### src/rtl/sysmm_pkg.sv
package sysmm_pkg;
  typedef enum logic [1:0] {
    ST_LOAD  = 2'b00,
    ST_MAC   = 2'b01,
    ST_SEND  = 2'b10,
    ST_READY = 2'b11
  } mm_state_e;
endpackage

### src/rtl/sysmm_loader.sv
module sysmm_loader #(
  parameter int DW = 8,
  parameter int N  = 2
) (
  input  logic                        clk,
  input  logic                        rst_n,
  input  logic                        take,
  input  logic [DW-1:0]               din,
  output logic                        last,
  output logic [N*N-1:0][DW-1:0]      wmat,
  output logic [N*N-1:0][DW-1:0]      xmat
);
  localparam int TOT = 2 * N * N;
  localparam int CW  = $clog2(TOT);

  logic [CW-1:0]           cnt_q;
  logic [TOT-1:0][DW-1:0]  mem_q;

  assign last = take && (cnt_q == CW'(TOT - 1));
  assign wmat = mem_q[N*N-1:0];
  assign xmat = mem_q[TOT-1:N*N];

  always_ff @(posedge clk or negedge rst_n) begin
    if (!rst_n) begin
      cnt_q <= '0;
      mem_q <= '0;
    end else if (take) begin
      mem_q[cnt_q] <= din;
      cnt_q        <= last ? '0 : cnt_q + 1'b1;
    end
  end


  load_hold_chk: assert property (@(posedge clk) disable iff (!rst_n)
    !take |=> ($stable(cnt_q) && $stable(mem_q)));
endmodule

### src/rtl/sysmm_cell.sv
module sysmm_cell #(
  parameter int DW = 8,
  parameter int AW = 2 * DW
) (
  input  logic          clk,
  input  logic          rst_n,
  input  logic          clr,
  input  logic          en,
  input  logic [DW-1:0] a_in,
  input  logic [DW-1:0] b_in,
  output logic [DW-1:0] a_out,
  output logic [DW-1:0] b_out,
  output logic [AW-1:0] acc
);
  logic signed [2*DW-1:0] prod;
  assign prod = $signed(a_in) * $signed(b_in);

  always_ff @(posedge clk or negedge rst_n) begin
    if (!rst_n) begin
      a_out <= '0;
      b_out <= '0;
      acc   <= '0;
    end else if (clr) begin
      a_out <= '0;
      b_out <= '0;
      acc   <= '0;
    end else if (en) begin
      a_out <= a_in;
      b_out <= b_in;
      acc   <= acc + AW'(prod);
    end
  end
endmodule

### src/rtl/sysmm_serial.sv
module sysmm_serial #(
  parameter int DW = 8,
  parameter int N  = 2,
  parameter int AW = 2 * DW
) (
  input  logic                    clk,
  input  logic                    rst_n,
  input  logic                    active,
  input  logic                    relu,
  input  logic [N*N-1:0][AW-1:0]  res,
  input  logic                    rdy,
  output logic [DW-1:0]           dout,
  output logic                    vld,
  output logic                    last
);
  localparam int BPE = AW / DW;
  localparam int NB  = N * N * BPE;
  localparam int IW  = $clog2(NB);

  logic [IW-1:0] idx_q;
  logic [AW-1:0] elem_v;
  logic          fire;
  logic          hi_part;

  assign vld     = active;
  assign fire    = active && rdy;
  assign last    = fire && (idx_q == IW'(NB - 1));
  assign hi_part = (int'(idx_q) % BPE) == 0;

  always_comb begin
    elem_v = res[int'(idx_q) / BPE];
    if (relu && elem_v[AW-1]) elem_v = '0;
    dout = elem_v[(BPE - 1 - int'(idx_q) % BPE) * DW +: DW];
  end

  always_ff @(posedge clk or negedge rst_n) begin
    if (!rst_n)    idx_q <= '0;
    else if (fire) idx_q <= last ? '0 : idx_q + 1'b1;
  end


  stall_hold_chk: assert property (@(posedge clk) disable iff (!rst_n)
    (vld && !rdy) |=> (vld && $stable(dout)));

  relu_sign_chk: assert property (@(posedge clk) disable iff (!rst_n)
    (vld && relu && hi_part) |-> !dout[DW-1]);
endmodule

### src/rtl/sysmm_core.sv
module sysmm_core #(
  parameter int DW = 8,
  parameter int N  = 2
) (
  input  logic          clk,
  input  logic          rst_n,
  input  logic [DW-1:0] in_data,
  input  logic          in_valid,
  output logic          in_ready,
  input  logic          xpose_en,
  input  logic          relu_en,
  output logic [DW-1:0] out_data,
  output logic          out_valid,
  input  logic          out_ready,
  output logic          done,
  output logic [1:0]    state
);
  import sysmm_pkg::*;

  localparam int AW = 2 * DW;
  localparam int NC = 3 * N - 2;
  localparam int TW = $clog2(NC + 1);

  mm_state_e                 state_q;
  logic [TW-1:0]             tcnt_q;
  logic                      xp_q, rl_q;
  logic                      take, load_last, ser_last, mac_en;
  logic [N*N-1:0][DW-1:0]    wmat, xmat;
  logic [N*N-1:0][AW-1:0]    res;
  logic [DW-1:0]             ah [N][N+1];
  logic [DW-1:0]             bv [N+1][N];

  assign in_ready = (state_q == ST_LOAD);
  assign take     = in_valid && in_ready;
  assign mac_en   = (state_q == ST_MAC);
  assign done     = (state_q == ST_READY) || (state_q == ST_SEND);
  assign state    = state_q;

  sysmm_loader #(.DW(DW), .N(N)) u_load (
    .clk(clk), .rst_n(rst_n), .take(take), .din(in_data),
    .last(load_last), .wmat(wmat), .xmat(xmat)
  );

  for (genvar i = 0; i < N; i++) begin : g_edge
    logic [DW-1:0] a_v, b_v;
    always_comb begin
      int k;
      k   = int'(tcnt_q) - i;
      a_v = '0;
      b_v = '0;
      if (k >= 0 && k < N) begin
        a_v = wmat[i*N + k];
        b_v = xp_q ? xmat[i*N + k] : xmat[k*N + i];
      end
    end
    assign ah[i][0] = a_v;
    assign bv[0][i] = b_v;
  end

  for (genvar i = 0; i < N; i++) begin : g_row
    for (genvar j = 0; j < N; j++) begin : g_col
      sysmm_cell #(.DW(DW), .AW(AW)) u_cell (
        .clk(clk), .rst_n(rst_n), .clr(load_last), .en(mac_en),
        .a_in(ah[i][j]), .b_in(bv[i][j]),
        .a_out(ah[i][j+1]), .b_out(bv[i+1][j]),
        .acc(res[i*N + j])
      );
    end
  end

  sysmm_serial #(.DW(DW), .N(N), .AW(AW)) u_ser (
    .clk(clk), .rst_n(rst_n), .active(state_q == ST_SEND), .relu(rl_q),
    .res(res), .rdy(out_ready), .dout(out_data), .vld(out_valid),
    .last(ser_last)
  );

  always_ff @(posedge clk or negedge rst_n) begin
    if (!rst_n) begin
      state_q <= ST_LOAD;
      tcnt_q  <= '0;
      xp_q    <= 1'b0;
      rl_q    <= 1'b0;
    end else begin
      unique case (state_q)
        ST_LOAD: if (load_last) begin
          state_q <= ST_MAC;
          tcnt_q  <= '0;
          xp_q    <= xpose_en;
          rl_q    <= relu_en;
        end
        ST_MAC: begin
          if (tcnt_q == TW'(NC - 1)) state_q <= ST_READY;
          else                       tcnt_q  <= tcnt_q + 1'b1;
        end
        ST_READY: state_q <= ST_SEND;
        ST_SEND:  if (ser_last) state_q <= ST_LOAD;
        default:  state_q <= ST_LOAD;
      endcase
    end
  end


  mac_exit_chk: assert property (@(posedge clk) disable iff (!rst_n)
    (state_q == ST_MAC) |=> (state_q == ST_MAC || state_q == ST_READY));

  ready_only_load_chk: assert property (@(posedge clk) disable iff (!rst_n)
    in_ready |-> (!out_valid && !done));

  back_to_load_chk: assert property (@(posedge clk) disable iff (!rst_n)
    ser_last |=> (in_ready && !done));

  ready_then_send_chk: assert property (@(posedge clk) disable iff (!rst_n)
    (state_q == ST_READY) |=> (out_valid && done));
endmodule

### config.mk
export PLATFORM = sky130hd
export DESIGN_NAME = sysmm_core
export DESIGN_NICKNAME = d
export VERILOG_FILES = /design/src/rtl/sysmm_pkg.sv /design/src/rtl/sysmm_loader.sv /design/src/rtl/sysmm_cell.sv /design/src/rtl/sysmm_serial.sv /design/src/rtl/sysmm_core.sv
export SDC_FILE = /design/constraint.sdc
export NUM_CORES = 1
export LEC_CHECK = 0
export ABC_CLOCK_PERIOD_IN_PS = 9350
export BUFFER_PORTS_ARGS = -buffer_cell sky130_fd_sc_hd__buf_2
export CORE_MARGIN = 3
export CORE_UTILIZATION = 51
export DETAILED_ROUTE_END_ITERATION = 7
export PLACE_DENSITY_LB_ADDON = 0.08
export SYNTH_ARGS = -nofsm -noshare
export SYNTH_HDL_FRONTEND = slang
export SYNTH_SLANG_ARGS = --single-unit
### constraint.sdc
create_clock -name clk -period 9.35 [get_ports clk]
set_input_delay 0.935 -clock clk [delete_from_list [all_inputs] [get_ports clk]]
set_output_delay 0.935 -clock clk [all_outputs]
set_load 0.02 [all_outputs]
; Word level (Yosys, flattened, before mapping)
; Index checks and enable logic that the tools add are counted.
[totals]
ff_bits = 173
latchBits = 0
ram_bits = 0
rom_bits = 0
inputBits = 14
out_inout_bits = 13
elab_cells = 126
memories = 0
[op_classes]
addsub = 11
multipliers = 4
div_mod_pow = 0
n_lt_le_gt_ge = 11
n_eq_ne = 10
n_shift = 1
muxes = 52
bitwise_logic = 0
reduce_logical = 15
[op_table]
columns = cell, count
row1 = 8-bit 2-to-1 mux, 25
row2 = 16-bit 2-to-1 mux, 10
row3 = 8-bit binary-select mux with 2-bit select, 5
row4 = 16-bit adder, 4
row5 = 64-bit bitwise mux, 1
row6 = 8-bit by 8-bit multiplier with 16-bit output, 4
row7 = 16-bit binary-select mux with 2-bit select, 1
row8 = 16-bit by 32-bit indexed part select with 8-bit output, 1
row9 = 8-bit demux with 3-bit select, 1
row10 = 3-bit 2-to-1 mux, 4
row11 = "3-bit by 1-bit adder with 3-bit output, second input constant", 3
row12 = 1-bit logical AND, 8
row13 = "4-bit by 3-bit < comparator with 1-bit output, second input constant", 2
row14 = 2-bit one-hot mux with 4 select lines, 1
row15 = "5-bit by 2-bit adder with 6-bit output, second input constant", 1
row16 = "3-bit == test, second input constant", 2
row17 = "3-bit by 1-bit >= comparator with 1-bit output, second input constant", 2
row18 = "6-bit by 4-bit < comparator with 1-bit output, second input constant", 1
row19 = 2-bit 2-to-1 mux, 3
row20 = "2-bit inequality test, second input constant", 3
row21 = 3-bit one-hot mux with 2 select lines, 1
row22 = 3-bit AND reduction, 2
row23 = "3-bit by 4-bit adder with 5-bit output, first input constant", 1
row24 = "5-bit by 4-bit < comparator with 1-bit output, second input constant", 1
row25 = other kinds (15), 17

; Depth between registers and ports, before layout
[depth]
depth_word = 11
mapped_depth = 25
depth_no_buf = 23

; Hierarchy
; From an unflattened synthesis, not the netlist that was laid out.
[hier_totals]
hier_cells = 2055
area_unflattened_um2 = 21448.1
[by_module_without_submodules]
columns = mod, instances, cells_per_inst, area_per_inst_um2, seq_area_each_um2
row1 = sysmm_cell (g_row[0].g_col[1].u_cell), 1, 418, 4204.0, 800.8
row2 = sysmm_cell (g_row[0].g_col[0].u_cell), 1, 419, 4202.8, 800.8
row3 = sysmm_cell (g_row[1].g_col[0].u_cell), 1, 412, 4189.0, 800.8
row4 = sysmm_cell (g_row[1].g_col[1].u_cell), 1, 415, 4186.5, 800.8
row5 = sysmm_loader, 1, 155, 2632.5, 1676.6
row6 = sysmm_core, 1, 151, 1280.0, 175.2
row7 = sysmm_serial, 1, 85, 753.2, 75.1

; Least setup slack after synthesis
; No wires, ideal clock.
[synth_timing]
path_type = register to register
start = register tcnt_q[0]
end = register g_row[1].g_col[0].u_cell.acc[12]
setup_ps = 122
t_arrival_ps = 5656
required_time_ps = 9228
slack_ps = 3572
path_stages_with_launch = 21
n_path_buf = 2
cell_sequence = dfrtp_1 -> buf_4 -> inv_2 -> ha_1 -> mux4_2 -> nor2b_1 -> clkbuf_2 -> and2_1 -> fa_1 -> inv_1 -> fa_1 -> inv_1 -> fa_1 -> fa_1 -> fa_1 -> ha_1 -> o21a_1 -> o21ai_1 -> a21oi_1 -> or3_1 -> a32o_1
[synth_via]
elab_chain_len = 10
word_cells_on_any_way = 13
[synth_lines]
columns = element, line
row1 = start: declaration, sysmm_core.sv:25  ; logic [TW-1:0] tcnt_q;
row2 = start signal: assignment, sysmm_core.sv:93  ; else tcnt_q <= tcnt_q + 1'b1;
row3 = 3-bit by 1-bit subtractor with 4-bit output *, sysmm_core.sv:48  ; k = int'(tcnt_q) - i;
row4 = 3-bit by 4-bit adder with 5-bit output, sysmm_core.sv:52  ; a_v = wmat[i*N + k];
row5 = 8-bit binary-select mux with 2-bit select, sysmm_core.sv:52
row6 = 8-bit 2-to-1 mux (not written as such) (2 in series), sysmm_core.sv:52
row7 = 8-bit 2-to-1 mux *, sysmm_core.sv:51  ; if (k >= 0 && k < N) begin
row8 = 8-bit by 8-bit multiplier with 16-bit output *, sysmm_cell.sv:16  ; assign prod = $signed(a_in) * $signed(b_in);
row9 = 16-bit adder *, sysmm_cell.sv:30  ; acc <= acc + AW'(prod);
row10 = 16-bit 2-to-1 mux *, sysmm_cell.sv:27  ; end else if (en) begin
row11 = 16-bit 2-to-1 mux *, sysmm_cell.sv:23  ; end else if (clr) begin
row12 = end signal: assignment, sysmm_cell.sv:30
row13 = end: declaration, sysmm_cell.sv:13  ; output logic [AW-1:0] acc
; Every way passes the cells marked *; elsewhere a longest branch is shown, timed or not. The select of a mux whose other input is x is not followed.
; A chain may end at the register's enable or synchronous reset.

; Worst setup path after layout
[layout_timing]
start = register xp_q
end = register g_row[0].g_col[0].u_cell.acc[15]
[layout_via]
elab_chain_len = 6
[layout_lines]
columns = element, line
row1 = start: declaration, sysmm_core.sv:26  ; logic xp_q, rl_q;
row2 = start signal: assignment, sysmm_core.sv:88  ; xp_q <= xpose_en;
row3 = 8-bit 2-to-1 mux, sysmm_core.sv:53  ; b_v = xp_q ? xmat[i*N + k] : xmat[k*N + i];
row4 = 8-bit 2-to-1 mux, sysmm_core.sv:51
row5 = 8-bit by 8-bit multiplier with 16-bit output, sysmm_cell.sv:16
row6 = 16-bit adder, sysmm_cell.sv:30
row7 = 16-bit 2-to-1 mux, sysmm_cell.sv:27
row8 = 16-bit 2-to-1 mux, sysmm_cell.sv:23
row9 = end signal: assignment, sysmm_cell.sv:30
row10 = end: declaration, sysmm_cell.sv:13
; Every way passes these cells. The select of a mux whose other input is x is not followed.

==> metrics.md <==
| Metric | Value |
|---|---|
| Chip width | `roughly 200 µm` |
| Max clock buf depth | `2` |
| Synth cell types | `~60` |
| Syn Inst Count | `1924` |
| Clk Latency, worst-skew pair | `460 ps` |
| Chip Height | `~200 µm` |
| Detailed Route Iter0 Violations | `755` |
| Final Wtd Congestion | `0.8579` |
| #FFs+latches synth | `about 170` |
| Worst EP arrival | `7170 ps` |
| Reg clk slew, reported paths | `80 ps` |
| Setup tns final | `0 ps` |
| Crit-path max FO | `22` |
| Worst EP required | `9660 ps` |
| Pin count of the biggest net entering global routing | `106` |
| Commonest cells after routing, fill and taps aside | `inv_1 (328), fa_1 (285), nand2_1 (224)` |
| Rows | `70` |
| Area growth syn-to-layout | `6.197%` |
| CTS tree | `yes` |
| Die area | `between 40000 and 50000 µm²` |
| Vias in the first global route | `13940` |
| Slew margin rel. | `0.2323` |
| TritonRoute pass-1 iters | `5` |
| RSZ-0062 raised after global routing | `false` |
| Count of final max-slew check failures | `0` |
| Initial antenna violation count | `0` |
| Detail Route Antenna Nets | `0` |
| IO Port Bufs | `26` |
| Status | `completed` |
| DP Wirelength | `around 37000 µm` |
| Setup crit end kind | `register` |
| Clock buffer count from CTS | `17` |
| Top Family by Delay on Critical Path | `adder cells` |
| Skew final | `16.61 ps` |
| Initial core utilization | `0.5252` |
| Worst setup SP type | `register` |
| Final Hold Vio Count | `0` |
| Share of cells above drive strength 1 | `0.09497` |
| All-Layer GR Usage | `0.2445` |
| Post-cts sizing count | `0` |
| DR WL/cell | `slightly below 20 µm` |
| Hold Slack | `497.6 ps` |
| Max Freq | `145.8 MHz` |
| Post-Syn Area per Cell | `10.14 µm²` |
| HP Class | `reg2reg` |
| Post-CTS Hold Buffers | `0` |
| H-tree depth | `4` |
| Synth Cell Area | `just under 20000 µm²` |
| Syn_nets | `2377` |
| Commonest non-fill, non-tap cell in the layout | `inv_1` |
| EDFF count, synth | `0` |
| Least-Margin Pin Slew | `approximately 1200 ps` |
| Gr ovfl total | `0` |
| Crit path kind | `reg2reg` |
| Clk sink count | `~170` |
| Sequential share of the synthesized area | `0.2220` |
| Maxcap violations | `0` |
| CP Cell Sequence | `nand2_1 > mux2i_1 > o21ai_0 > and3_1 > inv_1 > fa_1 > inv_1 > fa_1 > fa_1 > fa_1 > fa_1 > ha_1 > o21ai_0 > o21ai_0 > o22ai_1 > a31oi_1 > xnor2_1 > o21ai_0` |
| DRC Markers | `0` |
| Setup violations, final | `0` |
| Vias | `13260` |
| Synth async-reset ratio | `1.000` |
| Critical path's largest stage delay | `960 ps` |
| Final WL | `46740 µm` |
| Crit path top cell by count | `fa_1` |
| CP max stage cell | `dfrtp_1` |
| Root buf cell | `clkbuf_16` |
| Layout Nets | `2367` |
| Ys Warns | `0` |
| Total core area | `37140 µm²` |
| Setup Buffers After CTS | `0` |
| Crit path time final | `6858 ps` |
| IO Pins | `27` |
| Ant diodes | `0` |
| Synth Flop Type | `dfrtp_1` |
| Final cycle utilization of the critical path | `0.7335` |
| Routed vias/inst | `5.454` |
| First-pass GRT wire length | `77650 µm` |
| Fillers | `3349` |
| CP bufs+invs | `2` |
-- metal layers --
| layer | GRT usage | part of all wire |
|---|---|---|
| met5 | 0 | 0 |
| met4 | 0.05059 | 0.014 |
| met3 | 0.03333 | 0.039 |
| met2 | 0.3885 | 0.47 |
| met1 | 0.3626 | 0.48 |
-- worst paths after layout --
| kind | slack [ps] | from | to | cells after the start |
|---|---|---|---|---|
| worst max-delay path | 2490 | xp_q$_DFFE_PN0P_ | g_row[0].g_col[0].u_cell.acc[15]$_DFFE_PN0P_ | 18 |
| worst min-delay path | 500 | u_load.xmat[26]$_DFFE_PN0P_ | u_load.xmat[26]$_DFFE_PN0P_ | 1 |
| worst max register to register | 2490 | xp_q$_DFFE_PN0P_ | g_row[0].g_col[0].u_cell.acc[15]$_DFFE_PN0P_ | 18 |
| worst min register to register | 500 | u_load.xmat[26]$_DFFE_PN0P_ | u_load.xmat[26]$_DFFE_PN0P_ | 1 |
| max in group asynchronous | 7200 | rst_n | g_row[1].g_col[0].u_cell.a_out[6]$_DFFE_PN0P_ | 2 |
| min in group asynchronous | 600 | rst_n | u_load.xmat[23]$_DFFE_PN0P_ | 1 |
-- cells in the mapped netlist, types with 6 or more instances --
library cell | instances | area [µm²]
ha_1 | 154 | 1927
a211oi_1 | 11 | 82.58
nor2b_1 | 9 | 56.30
inv_1 | 328 | 1231
nor2_4 | 7 | 78.83
a21o_1 | 10 | 75.07
mux2_2 | 70 | 788.3
buf_2 | 12 | 60.06
dfrtp_1 | 173 | 4329
clkbuf_1 | 36 | 135.1
and2_1 | 103 | 644.4
nor3_1 | 11 | 55.05
a21oi_1 | 26 | 130.1
mux4_2 | 17 | 382.9
a31oi_1 | 6 | 37.54
o22ai_1 | 13 | 81.33
xnor2_1 | 53 | 464.2
nor2_1 | 75 | 281.5
nand2_1 | 224 | 840.8
o21ai_0 | 80 | 400.4
buf_1 | 9 | 33.78
xor2_1 | 14 | 122.6
or3_1 | 7 | 43.79
o21a_1 | 13 | 97.59
o211ai_1 | 7 | 52.55
mux2i_1 | 36 | 360.4
a22o_1 | 7 | 61.31
nand2b_1 | 14 | 87.58
fa_1 | 285 | 5705
o31ai_1 | 7 | 52.55
a32o_1 | 8 | 80.08
nand3_1 | 36 | 180.2
-- logic make-up (layout without fill, tap and decap cells) --
group,after synthesis,after routing,synth area share
AO/OA/AOI/OAI,220,220,0.07558
AND/OR/NAND/NOR,504,504,0.1225
adder cells (fa/ha/maj),439,439,0.3914
buffers and inverters,396,399,0.07878
flip-flops,173,173,0.2220
multiplexers,125,125,0.07968
XOR/XNOR,67,67,0.03009
-- area by class of cell --
class	instances	area (µm²)	area share
timing repair buffer	36	211.5	0.01021
clock buffer	17	425.4	0.02054
clock inverter	15	224.0	0.01081
tap	504	630.6	0.03045
inverter	331	1242	0.05999
multi-input combinational	1355	13650	0.6589
sequential	173	4330	0.2091
-- sequential cells by signal (all words and copies together) (netlist names) --
register and cells:
g_row.g_col.u_cell.a_out 16, g_row.g_col.u_cell.acc 64, g_row.g_col.u_cell.b_out 16, rl_q 1, state 2, tcnt_q 3, u_load.cnt_q 3, u_load.wmat 32
u_load.xmat 32, u_ser.idx_q 3, xp_q 1
-- through the flow --
step	util	instance area (µm²)	std cells	worst slack, ps
after floorplan	-	19500	1924	3572
after global placement	0.5402	20060	2399	2688
after detailed placement	0.5402	20060	2399	2512
after CTS	0.5577	20710	2431	2485
after global routing	0.5577	20710	2431	1920
final	0.5577	20710	2431	2492
Power is not shown: default switching activity piles up to over one toggle a cycle in this logic, so the estimate is an artifact.
